===== src/rtl/sign_run_pkg.sv =====
package sign_run_pkg;
    typedef enum logic {
        ST_IDLE = 1'b0,
        ST_EMIT = 1'b1
    } emit_state_t;
endpackage


===== src/rtl/sign_run_diff.sv =====
// Marks every position where a bit differs from the bit directly above it.
module sign_run_diff #(
    parameter int DATA_W = 32
) (
    input  logic [DATA_W-1:0] operand,
    output logic [DATA_W-2:0] edge_vec
);
    for (genvar g = 0; g < DATA_W - 1; g++) begin : g_pair
        assign edge_vec[g] = operand[g+1] ^ operand[g];
    end
endmodule


===== src/rtl/sign_run_prio.sv =====
// Returns the index of the highest set bit of the request vector.
module sign_run_prio #(
    parameter int REQ_W = 31,
    localparam int IDX_W = (REQ_W > 1) ? $clog2(REQ_W) : 1
) (
    input  logic [REQ_W-1:0] req,
    output logic             hit,
    output logic [IDX_W-1:0] idx
);
    always_comb begin
        hit = 1'b0;
        idx = '0;
        for (int i = 0; i < REQ_W; i++) begin
            if (req[i]) begin
                hit = 1'b1;
                idx = IDX_W'(i);
            end
        end
    end
endmodule


===== src/rtl/sign_run_fsm.sv =====
module sign_run_fsm
    import sign_run_pkg::*;
(
    input  logic clk,
    input  logic rst_n,
    input  logic strobe,
    output logic mark
);
    emit_state_t state_q, state_d;

    always_comb begin
        unique case (state_q)
            ST_IDLE: state_d = strobe ? ST_EMIT : ST_IDLE;
            ST_EMIT: state_d = strobe ? ST_EMIT : ST_IDLE;
            default: state_d = ST_IDLE;
        endcase
    end

    always_ff @(posedge clk) begin
        if (!rst_n) state_q <= ST_IDLE;
        else        state_q <= state_d;
    end

    always_comb begin
        unique case (state_q)
            ST_IDLE: mark = 1'b0;
            ST_EMIT: mark = 1'b1;
            default: mark = 1'b0;
        endcase
    end
endmodule


===== src/rtl/sign_run_counter.sv =====
module sign_run_counter #(
    parameter int DATA_W = 32
) (
    input  logic              clk,
    input  logic              rst_n,
    input  logic              in_valid,
    input  logic [DATA_W-1:0] in_operand,
    output logic              out_valid,
    output logic [DATA_W-1:0] out_result
);
    localparam int HALF_W  = DATA_W / 2;
    localparam int EDGE_W  = DATA_W - 1;
    localparam int IDX_W   = (EDGE_W > 1) ? $clog2(EDGE_W) : 1;
    localparam int MAX_RUN = DATA_W - 1;
    localparam int TOP_POS = DATA_W - 2;

    logic [EDGE_W-1:0] edge_vec;
    logic              edge_hit;
    logic [IDX_W-1:0]  edge_idx;
    logic [HALF_W-1:0] run_cnt;
    logic [HALF_W-1:0] cnt_q;

    sign_run_diff #(.DATA_W(DATA_W)) u_diff (
        .operand  (in_operand),
        .edge_vec (edge_vec)
    );

    sign_run_prio #(.REQ_W(EDGE_W)) u_prio (
        .req (edge_vec),
        .hit (edge_hit),
        .idx (edge_idx)
    );

    always_comb begin
        if (edge_hit) run_cnt = HALF_W'(TOP_POS) - HALF_W'(edge_idx);
        else          run_cnt = HALF_W'(MAX_RUN);
    end

    always_ff @(posedge clk) begin
        if (!rst_n)        cnt_q <= '0;
        else if (in_valid) cnt_q <= run_cnt;
    end

    sign_run_fsm u_fsm (
        .clk    (clk),
        .rst_n  (rst_n),
        .strobe (in_valid),
        .mark   (out_valid)
    );

    assign out_result = {cnt_q, {(DATA_W - HALF_W){1'b0}}};
endmodule


===== config.mk =====
export PLATFORM = sky130hd
export DESIGN_NAME = sign_run_counter
export DESIGN_NICKNAME = d
export VERILOG_FILES = /design/src/rtl/sign_run_pkg.sv /design/src/rtl/sign_run_diff.sv /design/src/rtl/sign_run_prio.sv /design/src/rtl/sign_run_fsm.sv /design/src/rtl/sign_run_counter.sv
export SDC_FILE = /design/constraint.sdc
export NUM_CORES = 1
export LEC_CHECK = 0
export BUFFER_PORTS_ARGS = -buffer_cell sky130_fd_sc_hd__buf_2
export CAP_MARGIN = 20
export CORE_MARGIN = 5
export CORE_UTILIZATION = 25
export CTS_CLUSTER_SIZE = 25
export DETAILED_ROUTE_END_ITERATION = 6
export MAX_ROUTING_LAYER = met4
export SYNTH_ARGS = -nofsm -noshare
export SYNTH_HDL_FRONTEND = slang
export SYNTH_HIERARCHICAL = 1
export SYNTH_SLANG_ARGS = --single-unit

===== constraint.sdc =====
create_clock -name clk -period 3.9 [get_ports clk]
set_input_delay 0.195 -clock clk [delete_from_list [all_inputs] [get_ports clk]]
set_output_delay 0.195 -clock clk [all_outputs]
set_load 0.01 [all_outputs]

==> results by group <==
Critical path
  • Delay-heaviest family, CP: compound AO/OA/AOI/OAI gates
  • R2R Path Start: cnt_q[14]
  • Slowest library cell on the worst path: or3_1
  • Cell Chain, Critical Path: buf_2 -> xor2_1 -> or3_1 -> a221oi_1 -> o21ai_1 -> a211oi_1 -> ha_1 -> nand3_1 -> xnor2_1 -> a31oi_1
  • Required time worst endpoint: 4050 ps
  • Crit start category: input pin
  • CP Capture Type: flop
  • FF-to-FF path depth: 3
  • CP max stage delay: 370 ps
  • Setup slack, reg-to-reg: 3050 ps
  • FF-to-FF End: cnt_q[14]
  • Worst Path Buf+Inv: 1
  • Worst EP arrival: 2180 ps
  • WS Path Type: input pin to flop
  • Critical path fanouts, max: 3

Power
  • Pwr per Cell Area: 243.9 nW/um2
  • P_leak: 0.6537 nW
  • Max VDD drop: approximately 0.056 mV
  • Total chip power: 0.3292 mW

Die
  • Initial core utilization: 0.2580
  • Core area: 4384 um2
  • IO Pins: between 60 and 70
  • Die W: 77.27 um
  • Die H: 77.27 um
  • Die area: 5970 um2
  • FP Rows: 24

Global route
  • Initial antenna violation count: 0
  • Largest net degree at the start of global routing: 14
  • Busiest layer in global routing: met2
  • GR Layer Usage met2: 0.1465
  • GRT met3 Usage: 0.01522
  • Wire length of the first global-routing pass: 4.133 mm
  • GR Util met1: 0.09358
  • Vias in the first global route: 999
  • GRT Overall Usage: 0.08432
  • Congestion Overflow GR: 0

Timing
  • Min Tclk post-route: 2023 ps
  • Endpoints failing hold: 0
  • Fin crit share: 0.5188
  • Setup Skew: 0 ps
  • Final Max Slew Viols: 0
  • Final setup violation count: 0
  • Max Freq: 0.4942 GHz
  • Hold Worst Slack: approximately 250 ps
  • Unrepaired setup endpoints after global routing: false
  • Total negative setup slack: 0 ps

Worst hold path
  • Hold WC Path Type: input pin to flop
  • Hold path startpoint: rst_n
  • WHS Endpoint: cnt_q[14]
  • WHS Path Cells: 2

Clock network
  • Resized cells post-CTS: 0
  • Total CTS buffers: 3
  • Clk_lat worst skew: 220 ps
  • CTS tree: yes
  • Setup Fix Bufs, Post-CTS: 0
  • Clk slew on worst S/H paths: 40 ps
  • # hold bufs at CTS: 0
  • Clk sinks: 7
  • Root Buffer: clkbuf_8
  • Max Buffers Root-to-Sink: 2
  • H-tree depth: 1

Finish
  • Fillcell total: 480
  • Layout area overhead: 19.36%
  • Ant. Diodes: 0
  • Multi-input logic area: 822.0 um2
  • Final net count: around 230
  • Layout cells sized above 1: 0.2990
  • Design area: 1350 um2
  • Non-Filler Instances: 246
  • Reg area: 140.1 um2

Logic synthesis
  • Post-Synthesis Cells: ~150
  • Synthesized area: roughly 1100 um2
  • Async set-reset flop share out of synthesis: 0
  • Synth top area share: 0.2478
  • Synth warn: 6
  • Post-synth top area cell: xor2_1
  • FF+latch count, synth: 7
  • Most common cell in the netlist: xor2_1
  • Post-synthesis sequential area ratio: 0.1239
  • Post-synth EDFFs: 0
  • Post-synth top flop: dfxtp_1
  • Top post-synthesis cells by count: 32 x xor2_1, 27 x buf_4, 17 x nor2_1, 9 x o21ai_0, 7 x dfxtp_1
  • Post-Syn Area per Cell: 7.491 um2
  • Post-synth cell types: 35
  • Ranking of synthesized cells by area: xor2_1 25%, buf_4 18%, dfxtp_1 12%

Placement
  • DP HPWL: 2.352 mm
  • Final GP Congestion: 0.7957
  • IO Port Bufs: 51
  • DP Cell Count: 242
  • Placed Instance Area: 1305 um2

Routing
  • Drt first pass iters: 4
  • Vias: between 1000 and 1500
  • DRC: 0
  • Avg Vias per Cell: 4.354
  • Per-cell routed wire length: about 11 um
  • Initial drt markers: 27
  • Post-Route WL: 2.628 mm
  • Post-route ant nets: 0

Job
  • Maxcap violations: 0

Outcome
  • Outcome: complete, no violations
stage by stage:
stage,setup slack (ps),util
floorplan,1928,-
global placement,1689,0.2977
detailed placement,1632,0.2977
CTS,1869,0.3079
global route,1699,0.3079
finish,1877,0.3079
logic make-up (layout without fill, tap and decap cells):
logic type               count (synthesis)  in the layout  synth area share
AND/OR/NAND/NOR                         44             44            0.2257
buffers and inverters                   33             61            0.1991
flip-flops                               7              7            0.1239
other                                    1             16          0.003315
AO/OA/AOI/OAI                           31             31            0.1737
adder cells (fa/ha/maj)                  1              1           0.01106
XOR/XNOR                                34             34            0.2633
layout by cell type (no fill, tap or decap), types with 3 or more instances in the layout:
cell type  count
conb_1        16
a31oi_1        6
nor2_1        17
o21ai_0        9
dfxtp_1        7
xor2_1        32
a21oi_1        3
o21bai_1       4
buf_2         51
inv_1          6
nand4_1        3
nand2_1        3
clkbuf_8       3
per-layer routing:
| layer | routed length (um) | vias up |
|---|---|---|
| met5 | 0 | - |
| met4 | 22 | 0 |
| met3 | 221 | 4 |
| met2 | 1347 | 37 |
| met1 | 1037 | 462 |
| li1 | - | 568 |
registers in the layout, indices dropped and copies added (netlist names):
signal         cells
u_fsm/state_q      1
cnt_q              6
cell type report:
class / count / share of cell area
Inverter: 6 / 0.01668
Multi-Input combinational cell: 126 / 0.6089
Tap cell: 52 / 0.04819
Sequential cell: 7 / 0.1038
Clock buffer: 4 / 0.03336
Timing Repair Buffer: 51 / 0.1891
power by group:
| part | internal (mW) | leakage [nW] | switching [mW] |
|---|---|---|---|
| clock network | 0.0704 | 0.0228 | 0.0282 |
| registers | 0.0778 | 0.0579 | 0.00323 |
| logic | 0.0606 | 0.573 | 0.0891 |
| total | 0.209 | 0.654 | 0.120 |
how the worst max path moves through the flow:
stage	from	end	slack (ps)	cells past startpoint
after floorplan	in_operand[12]	cnt_q[4]	1930	9
after CTS	in_operand[12]	cnt_q[4]	1870	10
after detailed placement	in_operand[12]	cnt_q[4]	1630	10
after global routing	in_operand[12]	cnt_q[4]	1700	10
after global placement	in_operand[12]	cnt_q[4]	1690	10
final	in_operand[12]	cnt_q[4]	1880	10
Power figures use the tool's default switching activity.
